--- src/rtl/irq_pkg.sv ---
package irq_pkg;
  localparam int NCAUSE  = 12;
  localparam int CAUSE_W = 4;
  localparam int NLEVEL  = 4;   // cause slots per interrupt kind
  localparam int LVL_U   = 0;
  localparam int LVL_S   = 1;
  localparam int LVL_M   = 3;

  // Bits that exist: every slot whose level is user, supervisor or machine
  function automatic logic [NCAUSE-1:0] impl_mask();
    logic [NCAUSE-1:0] m;
    for (int i = 0; i < NCAUSE; i++) begin
      m[i] = ((i % NLEVEL) == LVL_U) || ((i % NLEVEL) == LVL_S) ||
             ((i % NLEVEL) == LVL_M);
    end
    return m;
  endfunction
endpackage

--- src/rtl/irq_pend_reg.sv ---
module irq_pend_reg
  import irq_pkg::*;
#(
  parameter int NC = NCAUSE,
  parameter int CW = CAUSE_W
) (
  input  logic          clk,
  input  logic          rst,
  input  logic          wr,
  input  logic [NC-1:0] wdata,
  input  logic          clr_all,
  input  logic          req_valid,
  input  logic          req_set,
  input  logic [CW-1:0] req_cause,
  output logic [NC-1:0] q
);
  localparam logic [NC-1:0] IMPL = impl_mask();

  logic [NC-1:0] req_oh;
  logic [NC-1:0] nxt;

  always_comb begin
    req_oh = '0;
    for (int i = 0; i < NC; i++) begin
      req_oh[i] = req_valid && (req_cause == CW'(i));
    end
  end

  always_comb begin
    if (wr)           nxt = wdata;
    else if (clr_all) nxt = '0;
    else if (req_set) nxt = q | req_oh;
    else              nxt = q & ~req_oh;
  end

  always_ff @(posedge clk) begin
    if (rst) q <= '0;
    else     q <= nxt & IMPL;
  end

  p_rsvd_zero_r2: assert property (@(posedge clk) disable iff (rst)
    (q & ~IMPL) == '0);
  p_wr_wins_r7: assert property (@(posedge clk) disable iff (rst)
    wr |=> q == ($past(wdata) & IMPL));
  p_clr_all_r5: assert property (@(posedge clk) disable iff (rst)
    (clr_all && !wr) |=> q == '0);
endmodule

--- src/rtl/irq_en_reg.sv ---
module irq_en_reg
  import irq_pkg::*;
#(
  parameter int NC = NCAUSE
) (
  input  logic          clk,
  input  logic          rst,
  input  logic          wr,
  input  logic [NC-1:0] wdata,
  output logic [NC-1:0] q
);
  localparam logic [NC-1:0] IMPL = impl_mask();

  always_ff @(posedge clk) begin
    if (rst)     q <= '0;
    else if (wr) q <= wdata & IMPL;
  end

  p_hold_r5: assert property (@(posedge clk) disable iff (rst)
    !wr |=> $stable(q));
endmodule

--- src/rtl/irq_glob_mask.sv ---
module irq_glob_mask
  import irq_pkg::*;
#(
  parameter int NC = NCAUSE
) (
  input  logic          m_en,
  input  logic          s_en,
  input  logic          u_en,
  output logic [NC-1:0] mask
);
  for (genvar i = 0; i < NC; i++) begin : g_bit
    localparam int LVL = i % NLEVEL;
    if (LVL == LVL_M)      begin : g_m assign mask[i] = m_en; end
    else if (LVL == LVL_S) begin : g_s assign mask[i] = s_en; end
    else if (LVL == LVL_U) begin : g_u assign mask[i] = u_en; end
    else                   begin : g_r assign mask[i] = 1'b0; end
  end
endmodule

--- src/rtl/irq_pick.sv ---
module irq_pick
  import irq_pkg::*;
#(
  parameter int NC = NCAUSE,
  parameter int CW = CAUSE_W
) (
  input  logic          clk,
  input  logic          rst,
  input  logic [NC-1:0] elig,
  output logic          valid,
  output logic [CW-1:0] cause
);
  logic [CW-1:0] low;

  // scan from the top so the lowest set bit is assigned last
  always_comb begin
    low = '0;
    for (int i = NC - 1; i >= 0; i--) begin
      if (elig[i]) low = CW'(i);
    end
  end

  always_ff @(posedge clk) begin
    if (rst) begin
      valid <= 1'b0;
      cause <= '0;
    end else begin
      valid <= |elig;
      cause <= (|elig) ? low : '0;
    end
  end

  function automatic logic lowest_ok(logic [NC-1:0] e, logic [CW-1:0] c);
    logic [NC-1:0] below;
    below = (NC'(1) << c) - NC'(1);
    return e[c] && ((e & below) == '0);
  endfunction

  p_lowest_r10: assert property (@(posedge clk) disable iff (rst)
    valid |-> lowest_ok($past(elig), cause));
  p_idle_cause_r10: assert property (@(posedge clk) disable iff (rst)
    !valid |-> cause == '0);
endmodule

--- src/rtl/irq_pe_unit.sv ---
module irq_pe_unit
  import irq_pkg::*;
(
  input  logic               clk,
  input  logic               rst,
  input  logic               req_valid,
  input  logic               req_set,
  input  logic [CAUSE_W-1:0] req_cause,
  input  logic               clr_all,
  input  logic               ip_wr,
  input  logic               ie_wr,
  input  logic [NCAUSE-1:0]  csr_wdata,
  output logic [NCAUSE-1:0]  ip_rdata,
  output logic [NCAUSE-1:0]  ie_rdata,
  input  logic               glb_m_en,
  input  logic               glb_s_en,
  input  logic               glb_u_en,
  output logic               irq_valid,
  output logic [CAUSE_W-1:0] irq_cause
);
  logic [NCAUSE-1:0] ip_q, ie_q, gmask, elig;

  irq_pend_reg #(.NC(NCAUSE), .CW(CAUSE_W)) u_pend (
    .clk(clk), .rst(rst), .wr(ip_wr), .wdata(csr_wdata),
    .clr_all(clr_all), .req_valid(req_valid), .req_set(req_set),
    .req_cause(req_cause), .q(ip_q)
  );

  irq_en_reg #(.NC(NCAUSE)) u_en (
    .clk(clk), .rst(rst), .wr(ie_wr), .wdata(csr_wdata), .q(ie_q)
  );

  irq_glob_mask #(.NC(NCAUSE)) u_mask (
    .m_en(glb_m_en), .s_en(glb_s_en), .u_en(glb_u_en), .mask(gmask)
  );

  assign elig = ip_q & ie_q & gmask;

  irq_pick #(.NC(NCAUSE), .CW(CAUSE_W)) u_pick (
    .clk(clk), .rst(rst), .elig(elig), .valid(irq_valid), .cause(irq_cause)
  );

  assign ip_rdata = ip_q;
  assign ie_rdata = ie_q;

  p_reset_r1: assert property (@(posedge clk)
    $past(rst) |-> (ip_q == '0 && ie_q == '0 && !irq_valid));
  p_valid_needs_enable_r9: assert property (@(posedge clk) disable iff (rst)
    irq_valid |-> $past(ie_q) != '0 && $past(ip_q) != '0);
endmodule

--- config.mk ---
export PLATFORM = sky130hd
export DESIGN_NAME = irq_pe_unit
export DESIGN_NICKNAME = d
export VERILOG_FILES = /design/src/rtl/irq_pkg.sv /design/src/rtl/irq_pend_reg.sv /design/src/rtl/irq_en_reg.sv /design/src/rtl/irq_glob_mask.sv /design/src/rtl/irq_pick.sv /design/src/rtl/irq_pe_unit.sv
export SDC_FILE = /design/constraint.sdc
export NUM_CORES = 1
export LEC_CHECK = 0
export BUFFER_PORTS_ARGS = -buffer_cell sky130_fd_sc_hd__buf_2
export CAP_MARGIN = 20
export CORE_MARGIN = 2
export CORE_UTILIZATION = 40
export DETAILED_ROUTE_END_ITERATION = 8
export GPL_TIMING_DRIVEN = 0
export PLACE_DENSITY = 0.81
export SYNTH_ARGS = -nofsm -noshare
export SYNTH_HDL_FRONTEND = slang
export SYNTH_SLANG_ARGS = --single-unit
export TNS_END_PERCENT = 50
--- constraint.sdc ---
create_clock -name clk -period 0.95 [get_ports clk]
set_input_delay 0.095 -clock clk [delete_from_list [all_inputs] [get_ports clk]]
set_output_delay 0.095 -clock clk [all_outputs]
set_load 0.005 [all_outputs]
Yosys cells after proc, flatten, opt, wreduce, memory -nomap -nowiden --
Cells that the tools add are included. W data, S select, Z words.
Storage, ports and cells: register bits 26, latch bits 0, RAM bits 0, ROM bits 0, input bits 26, memories kept 0
Operators by class: $add $sub $neg 0, multiply operators 0, div/mod/pow operators 0, $lt $le $gt $ge 0, equal/unequal tests 11, shift-type cells 0, multiplexer cells 14, bitwise operators 6, reduce and logical (&&, ||, !) cells 18
Operators by type and width (count):
- $and A12 B12 Y12 | 3
- $mux W12 | 3
- $eq A4 B3 Y1 const B | 4
- $eq A4 B4 Y1 const B | 4
- $mux W4 | 4
- $logic_and A1 B1 Y1 | 12
- $mux W3 | 4
- $not A12 Y12 | 1
- $or A12 B12 Y12 | 1
- $reduce_or A12 Y1 | 1
- $reduce_or A10 Y1 | 1
- $eq A4 B2 Y1 const B | 2
- $reduce_or A6 Y1 | 1
- $eq A4 B1 Y1 const B | 1
- $logic_not A4 Y1 | 1
- $mux W2 | 2
- $reduce_or A4 Y1 | 1
- $reduce_or A3 Y1 | 1
- $mux W1 | 1
- $not A1 Y1 | 1

Depth between registers and ports, before layout --
word-level depth 13, depth in mapped cells 4, depth with buffers taken out 4

Cells and area by module --
A second synthesis with hierarchy kept.
Second synthesis, totals: cells, all modules 150, area total of the unflattened synthesis 1262.5 µm²
Modules (own cells, without submodules):
- irq_pend_reg | times used 1, cells an instance 63, area each 489.2 µm²
- irq_en_reg | times used 1, cells an instance 33, area each 345.3 µm²
- irq_pick | times used 1, cells an instance 29, area each 259.0 µm²
- irq_glob_mask | times used 1, cells an instance 13, area each 93.8 µm²
- irq_pe_unit | times used 1, cells an instance 12, area each 75.1 µm²

Least setup slack after synthesis --
No wires, ideal clock.
path kind register to register, from register u_pend.q[11], to register u_pick.cause[1], setup time 79 ps, arrival 952 ps, required time 871 ps, setup slack -81 ps, stages on the path, launching flop included 5, path buffers 0, period minus slack after synthesis 1031 ps, cell sequence dfxtp_1 > nand3_2 > nand3b_4 > a21o_1 > a211oi_2
On the way: cells in the longest elaborated chain, start to end 12
Ends and longest elaborated chain:
- start, declared | line irq_pend_reg.sv:15 | output logic [NC-1:0] q
- start signal, assigned | line irq_pend_reg.sv:38 | else q <= nxt & IMPL;
- $and A12 B12 Y12 * (2 in series) | line irq_pe_unit.sv:37 | assign elig = ip_q & ie_q & gmask;
- $mux W4 (4 in series) | line irq_pick.sv:19 | if (elig[i]) low = CW'(i);
- $mux W3 (4 in series) | line irq_pick.sv:19
- $mux W2 (2 in series) | line irq_pick.sv:19
- end signal, assigned | line irq_pick.sv:29 | cause <= (|elig) ? low : '0;
- end, declared | line irq_pick.sv:11 | output logic [CW-1:0] cause
Every way passes the cells marked *; elsewhere a longest branch is shown, timed or not. A chain may end at the register's enable or synchronous reset.

Final worst setup path --
Ends and elaborated chain as after synthesis.

==> results by group <==
Setup path
  – Critical Path AT: 1270 ps
  – RR Startpoint: u_pend.q[11]$_SDFF_PP0_
  – CP Class: reg2reg
  – Crit path launch type: flip-flop
  – Critical Path Fanout Max: 3
  – Worst setup EP type: flip-flop
  – Critical Path RT: 1180 ps
  – Reg-to-reg setup timing slack: -90 ps
  – Setup crit end: u_pick.cause[1]$_SDFF_PP0_
  – R2r worst-path depth: 4
  – Crit path from: u_pend.q[11]$_SDFF_PP0_
  – Crit Reg-Reg Endpoint: u_pick.cause[1]$_SDFF_PP0_

Place
  – Final GP Congestion: 0.779
  – HPWL Detailed: 1.93 mm
  – Port buffer count: 43
  – Placed insts: 204

Final layout
  – Area grow syn2layout: 46.1%
  – Finished Layout Cells: 216
  – Final Util: 60.4%
  – Multi-input logic area: 703 sq um
  – Sequential cell area: 484 sq um
  – N_diodes: 0
  – Filler instances: 235
  – Share of cells above drive strength 1: 50.3%
  – Final Net Count: 212

Detailed routing
  – Pre-antenna DRT Iters: 4
  – Post-route ant nets: 0
  – Routed WL per cell: 12.7 um
  – Vias: 1076
  – Vias per cell: 4.98
  – DRC viols: 0
  – Post-Route WL: 2.75 mm
  – Initial DRC count: 21

Min path
  – Min-Delay Path Class: in2reg
  – Hold depth: 3

Floorplan
  – Die ar.: 0.00321 sq mm
  – Chip Width: 56.7 um
  – IO Count: 55
  – Die height: 56.7 um
  – Rows: 19
  – Initial core utilization: 41.3%
  – Core Box Area: 0.00269 sq mm

Outcome
  – Failing checks: setup timing
  – Status: finished, violations left

Timing
  – Period minus WS final: 1040 ps
  – # setup viols final: 5
  – Slew Limit Fails: 0
  – Clk_skew: 3.29 ps
  – Worst Max-Slew Pin Slew: 553 ps
  – RSZ-0062 raised after global routing: true
  – Setup TNS Final: -252 ps
  – Fin worst setup slack: -91.2 ps
  – Final hold viol count: 0
  – Ratio of final minimum period to clock period: 110%
  – Fmax achieved: 960 MHz
  – Fin Hold WS: 6.36 ps
  – Relative slew slack: 63.1%

Clock network
  – Worst-skew pair later-pin latency: 300 ps
  – Clock Pin Slew Worst Setup and Hold Paths: 120 ps
  – Clock sink count: 23
  – CTS tree: yes
  – Num CTS Buffers: 3
  – Root Driver: clkbuf_4
  – Clock Path Buffers: 2
  – H-tree depth: 1

Pwr
  – P per Cell Area: 1140 mW/mm^2
  – Worst IR Drop VDD: 0.000922 V
  – Static Leak: 0.769 nW

Flow run
  – Max cap viols: 0

Synth
  – Yosys reg bits: 23
  – Syn_area_per_cell: 8.88 sq um
  – Warnings, synthesis: 0
  – Sequential element share of the synthesized area: 41.5%
  – Syn Inst Count: 125
  – Synth unique cells: 28
  – Post-Syn Area: 0.00111 sq mm

Global route
  – Initial antenna violation count: 0
  – First-pass GRT wire length: 4.22 mm
  – GRT Total Usage: 16.8%
  – Largest net degree at the start of global routing: 13
  – GRT overflow: 0
  – Vias in the first global route: 946
## timing repair
action / 4_1_cts / 5_1_grt
hold endpoints to repair: 4 / 2
resized for setup: 17 / 18
setup endpoints to repair: 5 / 16
gates cloned: 0 / 0
hold buffers: 4 / 2
pin swaps: 1 / 1
setup buffers: 2 / 0
## synth_stat cells (all sizes together)
cell type | n | area share [%]
a211oi | 1 | 1.1
a21o | 1 | 0.68
a21oi | 1 | 0.45
a31oi | 1 | 0.56
a41oi | 1 | 0.79
and2 | 1 | 0.56
and3 | 1 | 0.56
buf | 10 | 5.6
clkbuf | 1 | 0.34
conb | 1 | 0.34
dfxtp | 23 | 41
mux2i | 18 | 16
nand2 | 17 | 5.7
nand2b | 2 | 1.1
nand3 | 12 | 6.8
nand3b | 3 | 3.2
nor2 | 14 | 4.7
nor2b | 1 | 0.56
nor3 | 3 | 2.3
nor3b | 2 | 1.8
o21ai | 10 | 4.5
or3 | 1 | 0.56
## cell families after synthesis
kind of cell | share of synthesized area (%)
AO/OA/AOI/OAI | 8.12
buffers and inverters | 5.97
multiplexers | 16.2
AND/OR/NAND/NOR | 27.8
flip-flops | 41.5
other | 0.338
## cells in the final DEF (no fill, tap or decap), types with 3 or more instances in the layout
cell type / netlist / layout
o21ai_1: 10 / 10
conb_1: 1 / 6
nand3_2: 3 / 6
buf_4: 6 / 8
nand3_4: 0 / 4
nor2_1: 14 / 14
mux2i_1: 18 / 18
dfxtp_1: 23 / 6
dlygate4sd3_1: 0 / 6
nand2_1: 17 / 16
buf_2: 2 / 43
clkbuf_4: 0 / 3
dfxtp_2: 0 / 16
## critical path, stage by stage, from the launching register on
cell      delay [ps]
dfxtp_2          370
nand3_4           90
nand3b_4         160
a21o_1           170
a211oi_2         180
## power breakdown
part | internal [W] | switching (W)
Sequential | 0.00102 | 0.0000455
Clock | 0.000163 | 0.000280
Combinational | 0.000175 | 0.000168
Total | 0.00136 | 0.000493
## worst min path at each step
stage	start	to	slack, ps
6_report	csr_wdata[8]	u_pend.q[8]$_SDFF_PP0_	6
5_1_grt	csr_wdata[8]	u_pend.q[8]$_SDFF_PP0_	10
4_1_cts	csr_wdata[0]	u_pend.q[0]$_SDFF_PP0_	3
3_5_place_dp	csr_wdata[9]	u_pend.q[9]$_SDFF_PP0_	310
3_3_place_gp	csr_wdata[9]	u_pend.q[9]$_SDFF_PP0_	310
2_1_floorplan	csr_wdata[11]	u_pend.q[11]$_SDFF_PP0_	210
## layout make-up
class	count	share of cell area, %
clock buffers	4	1.62
multi-input cells	96	43.4
well taps	31	2.39
repair buffers	51	18.7
plain buffers	11	4.09
flip-flops and latches	23	29.9
## flip-flops by register name (all words and copies together), names as in the netlist
register	count
u_pend.q	9
u_en.q	9
u_pick.cause	4
u_pick.valid	1
## stage by stage
stage | power, W | setup WS (ps) | cell area, sq um
final | 0.00185 | -91.2 | 1620
after global placement | 0.00135 | -127 | 1390
after global routing | 0.00195 | -136 | 1620
after detailed placement | 0.00136 | -148 | 1390
after CTS | 0.00184 | -76.2 | 1540
after floorplan | 0.00122 | -8.46 | 1140
## layer usage
metal | part of all wire [%] | track usage, % | vias up
met4 | 1.2 | 4.08 | 0
met1 | 44 | 21.2 | 493
met5 | 0 | 0 | -
li1 | - | - | 544
met2 | 50 | 29.4 | 35
met3 | 5.0 | 3.23 | 4
(Power assumes the default switching activity.)
